--- config.mk ---
export PLATFORM = sky130hd
export DESIGN_NAME = lcd_vframe_gen
export DESIGN_NICKNAME = d
export VERILOG_FILES = /design/src/rtl/lcd_vframe_gen.sv
export SDC_FILE = /design/constraint.sdc
export NUM_CORES = 1
export LEC_CHECK = 0
export ABC_CLOCK_PERIOD_IN_PS = 5300
export BUFFER_PORTS_ARGS = -buffer_cell sky130_fd_sc_hd__buf_4
export CORE_MARGIN = 2
export CORE_UTILIZATION = 55
export CTS_CLUSTER_DIAMETER = 200
export DETAILED_ROUTE_END_ITERATION = 8
export GPL_ROUTABILITY_DRIVEN = 0
export HOLD_SLACK_MARGIN = 0.08
export PLACE_DENSITY_LB_ADDON = 0.3
export SLEW_MARGIN = 20
export SYNTH_ARGS = -nofsm -noshare
export SYNTH_HDL_FRONTEND = slang
export SYNTH_SLANG_ARGS = --single-unit
export TNS_END_PERCENT = 10
--- constraint.sdc ---
create_clock -name clk -period 5.3 [get_ports clk]
set_clock_uncertainty 0.2 [all_clocks]
set_input_delay 0.795 -clock clk [delete_from_list [all_inputs] [get_ports clk]]
set_output_delay 0.795 -clock clk [all_outputs]
set_load 0.01 [all_outputs]
--- src/rtl/lcd_vframe_gen.sv ---
module lcd_vframe_gen #(
  parameter int LINE_W = 10,
  parameter int NDP_W  = 6
) (
  input  logic              clk,
  input  logic              rst_n,
  input  logic              line_stb,
  input  logic              tft_mode,
  input  logic [LINE_W-1:0] active_lines,
  input  logic [NDP_W-1:0]  ndp_lines,
  input  logic [NDP_W-1:0]  fp_pos,
  output logic              frame_pulse,
  output logic              vnd_status,
  output logic              frame_start
);
  localparam int CNT_W = (LINE_W > NDP_W ? LINE_W : NDP_W) + 1;

  logic [CNT_W-1:0] lcnt, total, nxt, fp_line;
  logic             wrap;

  assign total   = CNT_W'(active_lines) + CNT_W'(ndp_lines);
  assign wrap    = (lcnt + CNT_W'(1)) >= total;
  assign nxt     = wrap ? '0 : lcnt + CNT_W'(1);
  assign fp_line = CNT_W'(active_lines) - CNT_W'(1) + CNT_W'(fp_pos);

  always_ff @(posedge clk or negedge rst_n) begin
    if (!rst_n) begin
      lcnt        <= '0;
      frame_pulse <= 1'b0;
      vnd_status  <= 1'b0;
      frame_start <= 1'b0;
    end else begin
      frame_start <= line_stb && wrap;
      if (line_stb) begin
        lcnt        <= nxt;
        vnd_status  <= nxt >= CNT_W'(active_lines);
        frame_pulse <= tft_mode ? (nxt == fp_line) : (nxt == '0);
      end
    end
  end

  AST_HOLD_BETWEEN_STROBES: assert property (@(posedge clk) disable iff (!rst_n)
    !line_stb |=> $stable(lcnt) && $stable(frame_pulse) && $stable(vnd_status));

  AST_START_AT_WRAP: assert property (@(posedge clk) disable iff (!rst_n)
    frame_start |-> (lcnt == '0) && $past(line_stb));

  AST_PASSIVE_PULSE_LINE0: assert property (@(posedge clk) disable iff (!rst_n)
    line_stb && !tft_mode |=> frame_pulse == (lcnt == '0));

  AST_TFT_PULSE_IN_BLANK: assert property (@(posedge clk) disable iff (!rst_n)
    line_stb && tft_mode && fp_pos != '0 && fp_pos <= ndp_lines && active_lines != '0
    |=> !frame_pulse || vnd_status);

  AST_RESET_STATE: assert property (@(posedge clk) disable iff (!rst_n)
    $rose(rst_n) |-> lcnt == '0 && !frame_pulse && !vnd_status && !frame_start);
endmodule

[Word level (Yosys, flattened, before mapping)]
Cells that the tools add are included.
Operators by class
  reductions and logical operators: 2
  divide/modulo/power cells: 0
  mux-type cells: 2
  shifts and indexed selects: 0
  add/sub/neg operators: 4
  bitwise gates (word level): 0
  $mul: 0
  $lt $le $gt $ge: 2
  eq/ne operators: 1
Operators by type and width (count)
  $add 10x6->11: 1
  $add 11x1->11 const B: 1
  $add 11x6->11: 1
  $eq 11x11->1: 1
  $ge 11x10->1: 1
  $ge 11x11->1: 1
  $logic_not 11->1: 1
  $mux 11: 1
  $sub 10x1->11 const B: 1
  $logic_and 1x1->1: 1
  $mux 1: 1
Word-level totals
  bits in latches: 0
  logic and storage cells: 15
  memories: 0
  ROM bits: 0
  bits in writable memories: 0
  register bits: 14
  input port bits: 26

[Logic depth before layout (Yosys ltp)]
Gate-level depths: netlist (run 1).
  depth in word-level cells: 5
  gate-level depth with buffers: 26

[Worst setup path before layout (run 1)]
OpenSTA, ideal clock, no wires.
  path kind: input to register
  start point: in active_lines[0]
  end point: reg vnd_status
  required time: 4.971 ns
  slack: 0.432 ns
  arrival time: 4.539 ns
  stages on the path: 26
  library setup time: 0.129 ns
  path through: ha_1 -> inv_1 -> fa_1 -> inv_1 -> a21oi_1 -> o21bai_1 -> a21o_1 -> a21o_1 -> nand2_1 -> xnor2_1 -> ha_1 -> a21oi_1 -> o21ai_0 -> a31oi_1 -> and2_1 -> buf_2 -> nand2b_1 -> ha_1 -> nand2b_1 -> a21o_1 -> a21o_1 -> a21o_1 -> a21o_1 -> a21o_1 -> a21oi_1 -> o21ai_0
On the way
  word-level cells in the longest chain between the ends: 4
RTL lines
  from (decl): RTL line 9  | input logic [LINE_W-1:0] active_lines,
  $add 10x6->11: RTL line 21  | assign total = CNT_W'(active_lines) + CNT_W'(ndp_lines);
  $ge 11x11->1: RTL line 22  | assign wrap = (lcnt + CNT_W'(1)) >= total;
  $mux 11: RTL line 23  | assign nxt = wrap ? '0 : lcnt + CNT_W'(1);
  $ge 11x10->1 *: RTL line 36  | vnd_status <= nxt >= CNT_W'(active_lines);
  to (signal assigned): RTL line 36
  to (decl): RTL line 13  | output logic vnd_status,
Mark *: on every way between the ends. The rest lies on a longest branch, timed or not.
A chain may end at the register's enable or synchronous reset.

[Worst setup path after layout (run 1)]
Same ends and word-level chain as after synthesis.

==> results of run 1 <==
[final cells by class]
type,count,area [sq um],share of cell area (%)
flip-flops and latches,14,350,13.4
well taps,50,62.6,2.40
clock buffers,3,41.3,1.58
inverters,44,165,6.33
multi-input cells,222,1770,67.6
repair buffers,30,225,8.63
[cell usage in the layout (no fill, tap or decap), types with 2 or more instances in the layout]
master,count
ha_1,46
inv_1,44
buf_4,30
xnor2_1,20
nor2_1,19
o21ai_0,17
nand2_1,16
a21oi_1,14
dfrtp_1,14
a21o_1,11
xor2_1,11
nand3_1,10
mux2_2,8
nand4_1,4
nand2b_1,3
nor3_1,3
clkbuf_8,3
o21bai_1,2
nor2b_1,2
and2_1,2
a211oi_1,2
o31ai_1,2
fa_1,2
[worst max-delay path, stage by stage]
cell      delay (ns)
buf_4           0.10
ha_1            0.16
inv_1           0.06
fa_1            0.40
inv_1           0.07
a21oi_1         0.06
o21bai_1        0.19
a21o_1          0.16
a21o_1          0.16
nand2_1         0.07
xnor2_1         0.12
ha_1            0.29
a21oi_1         0.14
o21ai_0         0.12
a31oi_1         0.18
and2_1          0.17
nand2b_1        0.09
ha_1            0.28
nand2b_1        0.14
a21o_1          0.17
a21o_1          0.17
a21o_1          0.17
a21o_1          0.16
a21o_1          0.17
a21oi_1         0.13
o21ai_0         0.08
[worst max path at each step]
stage               startpoint                endpoint  cells after the start
2_1_floorplan  active_lines[0]  vnd_status$_DFFE_PN0P_                     26
3_3_place_gp   active_lines[0]  vnd_status$_DFFE_PN0P_                     26
3_5_place_dp   active_lines[0]  vnd_status$_DFFE_PN0P_                     26
4_1_cts        active_lines[0]  vnd_status$_DFFE_PN0P_                     26
5_1_grt        active_lines[0]  vnd_status$_DFFE_PN0P_                     26
6_report       active_lines[0]  vnd_status$_DFFE_PN0P_                     26
[routing by layer]
metal	up-vias	GRT usage [%]	wire length, um
met5	-	0	0
met4	0	3.70	44
met3	7	3.51	140
met2	37	39.0	2370
met1	916	29.6	2470
li1	1051	-	-
[through the flow]
stage / utilization, % / area (sq um)
final: 64.8 / 2610
after global routing: 64.8 / 2610
after CTS: 64.8 / 2610
after detailed placement: 63.8 / 2570
after floorplan: - / 2320
after global placement: 63.8 / 2570
[cells by family (layout without fill, tap and decap cells)]
family / Yosys count / after routing
XOR/XNOR: 31 / 31
flip-flops: 14 / 14
multiplexers: 9 / 9
AND/OR/NAND/NOR: 69 / 69
adder cells (fa/ha/maj): 48 / 48
AO/OA/AOI/OAI: 65 / 65
buffers and inverters: 52 / 77
[registers in the layout (all words and copies together) (netlist names)]
name / flops
frame_pulse: 1
frame_start: 1
vnd_status: 1
lcnt: 11
[report_power, final]
group | switching, mW | internal, mW
Combinational | 0.330 | 0.278
Clock | 0.0352 | 0.0502
Sequential | 0.0527 | 0.142
Total | 0.418 | 0.470
==> metrics, run 1 <==
worst r2r src=lcnt[0]$_DFFE_PN0P_; reg2reg end=vnd_status$_DFFE_PN0P_; drt wl/cell=13.9 um; number of H-tree levels=1; most common cell in the synthesized netlist=ha_1; PnR Total Power=~0.89 mW; asr flop ratio synth=100%; post-layout minimum cycle time=4.86 ns; Hold WS=between 0.15 and 0.2 ns; area leader, netlist=ha_1; DRT Wirelength=5030 um; number of synthesized flops with an enable pin=0; Top Ports=29; RSZ-0062 raised after global routing=false; Slew HR=between 60 and 70%; HPWL after DPL=4180 um; Synth top area share=24.8%; CTS tree=yes; Root Driver=clkbuf_8; nets@finish=389; worst skew pair latency=0.24 ns; mux contribution to synthesized area=4.31%; FF+latch count, synth=14; critical path type=input port to flop; Gate Count Post-Synth=288; Post-Synth Simple-Gate Area=15.2%; row cnt=23; setup TNS=0 ns; vias per cell=5.54; Startpoint Class=input port; arrival time worst endpoint=4.79 ns; Max Fanout on Critical Path=3; status=finished clean; syn_nets=between 300 and 400; total grt overflow=0; All-Layer GR Usage=22.4%; top_reg_cell synth=dfrtp_1; Final period util=91.7%; CP Data Required Time=5.23 ns; worst reg-to-reg setup slack=0.89 ns; Worst-path clk slew=0.06 ns; complex-gate fraction of the synthesized area=18.3%; Core ar.=4030 sq um; Area contributors post-synth=ha_1, dfrtp_1, xnor2_1; Max Clk Rate=around 0.21 GHz; Layout Cells excl Fill=363; Setup WS pre-CTS=0.156 ns; number of hold buffers added after cts=0; fill count=398; Slew Viols, Final=0; Setup Fix Bufs, Post-CTS=0; register area share after synthesis=15.1%; port buffer count=28; Syn Area/Cell=8.07 sq um; CTS Sinks=14; Hold WC Path Type=input port to asynchronous set/reset pin; min setup slack post-route=0.439 ns; final setup fails=0; initial antenna violation count=0; first-pass GRT wire length=8940 um; cell leakage power=1.42 nW; CTS Buffer Depth=2; r2r worst-path depth=19; Synth top cells by count=ha_1, inv_1, xnor2_1; Area Growth Syn to Fin=12.3%; Die Ht=69.0 um; Post-Synth XOR/XNOR Area=11.7%; Final Hold Fails=0; First-pass DRT Iterations=4; CTS buffer count=3; synth warn=0; DR vias=2011; largest family of logic cells by synthesized area=adder cells; synthesized-area fraction occupied by adder cells=a little over a quarter; layout cell share with drive strength beyond 1=between 10% and 20%; die area=between 4000 and 5000 sq um; Power Density=between 300 and 400 nW/um^2; Cells after DPL=360; drc violations=0; max-cap viol count=0; Die X-Extent=approximately 70 um; Synth Cell Area=2320 sq um; Initial Util=57.7%; vias in the first global route=1973; CP Capture Type=flop; number of routed nets with antenna violations=0; Netlist cell types=53; Peak supply drop=0.000144 V; post-cts resize count=0; Iteration-0 DRC Markers=81; largest net degree at the start of global routing=22; diodes inserted=0; worst-margin pin slew=0.541 ns
Note: power is estimated with default switching activity, not from simulation.
==> run 2, diff against run 1 <==
--- a/config.mk
+++ b/config.mk
@@ -13,7 +13,7 @@
 export DETAILED_ROUTE_END_ITERATION = 8
 export GPL_ROUTABILITY_DRIVEN = 0
 export HOLD_SLACK_MARGIN = 0.08
-export PLACE_DENSITY_LB_ADDON = 0.3
+export PLACE_DENSITY = 0.76
 export SLEW_MARGIN = 20
 export SYNTH_ARGS = -nofsm -noshare
 export SYNTH_HDL_FRONTEND = slang
==> metrics, run 2 (same netlist as run 1, synthesis figures left out) <==
Iteration-0 DRC Markers=89; diodes inserted=0; CTS buffer count=3; Power Density=approximately 340 nW/um^2; Max Clk Rate=0.204 GHz; drt wl/cell=14.0 um; port buffer count=28; Initial Util=57.7%; Slew Viols, Final=0; CTS Sinks=14; nets@finish=roughly 390; Worst-path clk slew=0.06 ns; post-cts resize count=0; critical path type=input port to flop; final setup fails=0; Hold WC Path Type=input port to asynchronous set/reset pin; Layout Cells excl Fill=363; CTS Buffer Depth=2; worst path buffer plus inverter count=3; post-layout minimum cycle time=4.91 ns; critical path launch point=active_lines[0]; All-Layer GR Usage=22.8%; Final period util=92.6%; Max Fanout on Critical Path=3; Startpoint Class=input port; Root Driver=clkbuf_8; number of H-tree levels=1; slowest CP cell=fa_1; cell leakage power=~1.4 nW; met1 Use GR=30.7%; DR vias=between 2000 and 2500; DRT Wirelength=slightly above 5000 um; worst skew pair latency=0.25 ns; Biggest register=lcnt; Setup Fix Bufs, Post-CTS=0; Die Ht=69.0 um; Most Used Layer, Global Route=met2; status=finished clean; max FFs per register=11; HPWL after DPL=4260 um; worst r2r src=lcnt[0]$_DFFE_PN0P_; vias per cell=between 5 and 6; drc violations=0; total grt overflow=0; PnR Total Power=0.898 mW; vias in the first global route=2084; most frequent cells in the layout=ha_1, inv_1, buf_4, xnor2_1, nor2_1; Core ar.=approximately 4000 sq um; Area Growth Syn to Fin=12.3%; Slew HR=63.5%; CTS tree=yes; worst-margin pin slew=0.544 ns; CP Data Required Time=5.23 ns; row cnt=23; CP Capture Type=flop; most frequent CP cell=a21o_1; Final Hold Fails=0; first-pass GRT wire length=9200 um; Top Ports=29; commonest non-fill, non-tap cell in the layout=ha_1; number of routed nets with antenna violations=0; initial antenna violation count=0; Critical Path Max Stage Delay=0.40 ns; Top delay family on crit path=compound AO/OA/AOI/OAI gates; Die X-Extent=69.0 um; First-pass DRT Iterations=4; fill count=between 300 and 400; die area=4760 sq um; met3 Use GR=2.78%; setup TNS=0 ns; max-cap viol count=0; number of hold buffers added after cts=0; layout cell share with drive strength beyond 1=15.3%; Peak supply drop=0.000175 V; Cells after DPL=360; largest net degree at the start of global routing=22; M2 GR Usage=between 40 and 50%; RSZ-0062 raised after global routing=false; arrival time worst endpoint=4.84 ns
-- run 2: cell counts in the layout (fill, tap and decap cells not counted) --
No cell type changed its count.
-- run 2: cell type report --
cell class | count | area (sq um) | area share, %
clock buffers | 3 | 41.3 | 1.58
inverters | 44 | 165 | 6.33
multi-input cells | 222 | 1770 | 67.6
flip-flops and latches | 14 | 350 | 13.4
well taps | 50 | 62.6 | 2.40
repair buffers | 30 | 225 | 8.63
-- run 2: per-stage QoR --
step                utilization (%)  setup WS (ns)  hold WS (ns)  area [sq um]
floorplan                         -          0.432         0.299          2320
global placement               63.8          0.307         0.316          2570
detailed placement             63.8          0.151         0.305          2570
CTS                            64.8          0.422         0.190          2610
global route                   64.8         0.0137         0.194          2610
finish                         64.8          0.392         0.185          2610
-- run 2: worst register-to-register path, delay by kind of cell, from the launching register on --
family | cells | cell delay (ns)
DFF | 1 | 0.59
xor gates and xnor gates | 1 | 0.26
AOI/OAI and AO/OA | 10 | 1.47
and+or+nand+nor | 5 | 0.70
adders and majority gates | 3 | 1.04
-- run 2: routing by layer --
metal  wire length [um]  part of all wire (%)  up-vias
met2               2380                    47       40
met1               2450                    48      916
met3                244                   4.8        4
met4                 25                  0.49        0
met5                  0                     0        -
li1                   -                     -     1050
-- run 2: path summary, 6_finish.rpt --
kind	end	slack (ns)	depth (start not counted)
max	vnd_status$_DFFE_PN0P_	0.39	26
min	lcnt[0]$_DFFE_PN0P_	0.19	1
max reg2reg	vnd_status$_DFFE_PN0P_	0.91	19
min reg2reg	frame_pulse$_DFFE_PN0P_	0.32	2
max in group asynchronous	frame_pulse$_DFFE_PN0P_	4.55	1
min in group clk	frame_pulse$_DFFE_PN0P_	0.32	2
-- run 2: report_power, final --
| part | leakage, nW | internal [mW] | switching [mW] |
|---|---|---|---|
| Clock | 0.0216 | 0.0503 | 0.0377 |
| Combinational | 1.22 | 0.279 | 0.337 |
| Sequential | 0.184 | 0.142 | 0.0518 |
==> run 3, diff against run 2 <==
--- a/config.mk
+++ b/config.mk
@@ -14,8 +14,9 @@
 export GPL_ROUTABILITY_DRIVEN = 0
 export HOLD_SLACK_MARGIN = 0.08
 export PLACE_DENSITY = 0.76
+export REMOVE_ABC_BUFFERS = 1
 export SLEW_MARGIN = 20
 export SYNTH_ARGS = -nofsm -noshare
 export SYNTH_HDL_FRONTEND = slang
 export SYNTH_SLANG_ARGS = --single-unit
-export TNS_END_PERCENT = 10
+export TNS_END_PERCENT = 100
==> metrics, run 3 (same netlist as run 1, synthesis figures left out) <==
drc violations=0; row cnt=23; Slew HR=64.8%; First-pass DRT Iterations=4; CTS Sinks=14; Area Growth Syn to Fin=12.3%; clock share of power=9.9%; DR vias=slightly above 2000; Core ar.=4030 sq um; Die Ht=69.0 um; Final period util=93.1%; Top Ports=29; CTS tree=yes; total grt overflow=0; initial antenna violation count=0; first-pass GRT wire length=approximately 9200 um; internal power=0.472 mW; nets@finish=389; drt wl/cell=14.4 um; worst reg-to-reg setup slack=0.81 ns; most frequent cells in the layout=ha_1, inv_1, buf_4, xnor2_1, nor2_1; Final Hold Fails=0; CTS Buffer Depth=2; largest net degree at the start of global routing=22; reg2reg end=vnd_status$_DFFE_PN0P_; number of hold buffers added after cts=0; Worst-path clk slew=0.06 ns; r2r worst-path depth=18; vias per cell=about 5.7; number of routed nets with antenna violations=0; Die X-Extent=69.0 um; status=finished clean; Sw Pwr=0.433 mW; RSZ-0062 raised after global routing=false; final setup fails=0; critical path launch point=active_lines[0]; Comb power frac=68.6%; layout cell share with drive strength beyond 1=~15%; port buffer count=28; Hold WC Path Type=input port to asynchronous set/reset pin; Switching Share=47.8%; worst skew pair latency=0.25 ns; max FFs per register=11; Setup Fix Bufs, Post-CTS=0; commonest non-fill, non-tap cell in the layout=ha_1; number of H-tree levels=1; arrival time worst endpoint=4.85 ns; worst-margin pin slew=0.524 ns; post-cts resize count=0; CP Capture Type=flop; Peak supply drop=0.000175 V; All-Layer GR Usage=23.2%; post-layout minimum cycle time=4.94 ns; Max Clk Rate=0.203 GHz; worst r2r src=lcnt[0]$_DFFE_PN0P_; Biggest register=lcnt; Root Driver=clkbuf_8; Max Fanout on Critical Path=3; DRT Wirelength=5250 um; CTS buffer count=3; die area=~4800 sq um; setup TNS=0 ns; CP Data Required Time=around 5.2 ns; max-cap viol count=0; Slew Viols, Final=0; Iteration-0 DRC Markers=about 110; critical path type=input port to flop; register share of total power=21.6%; PnR Total Power=0.905 mW; diodes inserted=0; HPWL after DPL=roughly 4400 um; cell leakage power=around 1.4 nW; vias in the first global route=2087; Initial Util=between 50% and 60%; Power Density=347 nW/um^2; Startpoint Class=input port
[run 3: cell counts in the layout (fill, tap and decap cells not counted)]
No cell type changed its count.
[run 3: metrics by stage]
stage          setup slack (ns)  std cells  cell area (sq um)  utilization [%]  hold slack, ns
4_1_cts                   0.422        363               2610             64.8           0.188
2_1_floorplan             0.421        280               2280                -           0.299
5_1_grt                  0.0467        363               2610             64.8           0.191
6_report                  0.365        363               2610             64.8           0.185
3_3_place_gp              0.326        360               2570             63.8           0.335
3_5_place_dp              0.160        360               2570             63.8           0.335
[run 3: routing by layer]
layer	global-route usage (%)	wire, um
met3	3.95	288
met4	6.75	105
met5	0	0
met2	39.2	2500
met1	30.3	2350
[run 3: critical path: stages]
cell      delay, ns
buf_4          0.09
ha_1           0.16
inv_1          0.05
fa_1           0.40
inv_1          0.07
a21oi_1        0.06
o21bai_1       0.20
a21o_1         0.15
a21o_1         0.16
nand2_1        0.08
xnor2_1        0.13
ha_1           0.30
a21oi_1        0.14
o21ai_0        0.11
a31oi_1        0.20
and2_1         0.18
nand2b_1       0.08
ha_1           0.27
nand2b_1       0.14
a21o_1         0.17
a21o_1         0.17
a21o_1         0.17
a21o_1         0.16
a21o_1         0.17
a21oi_1        0.16
o21ai_0        0.10
[run 3: power by group through the flow]
| stage | clock network, mW | logic (mW) | registers [mW] |
|---|---|---|---|
| 5_1_grt | 0.0963 | 0.707 | 0.202 |
| 3_5_place_dp | 0 | 0.614 | 0.195 |
| 3_3_place_gp | 0 | 0.597 | 0.194 |
| 4_1_cts | 0.0907 | 0.618 | 0.194 |
| 6_report | 0.0892 | 0.621 | 0.195 |
| 2_1_floorplan | 0 | 0.451 | 0.185 |
[run 3: worst max-delay path by stage]
stage | to | cells past startpoint
floorplan | vnd_status$_DFFE_PN0P_ | 25
global placement | vnd_status$_DFFE_PN0P_ | 26
detailed placement | vnd_status$_DFFE_PN0P_ | 26
CTS | vnd_status$_DFFE_PN0P_ | 26
global route | vnd_status$_DFFE_PN0P_ | 26
finish | vnd_status$_DFFE_PN0P_ | 26
[run 3: cell type report]
type | count | area [sq um]
multi-input combinational | 222 | 1770
fill | 369 | 1420
sequential | 14 | 350
timing repair buffer | 30 | 225
inverter | 44 | 165
tap | 50 | 62.6
clock buffer | 3 | 41.3
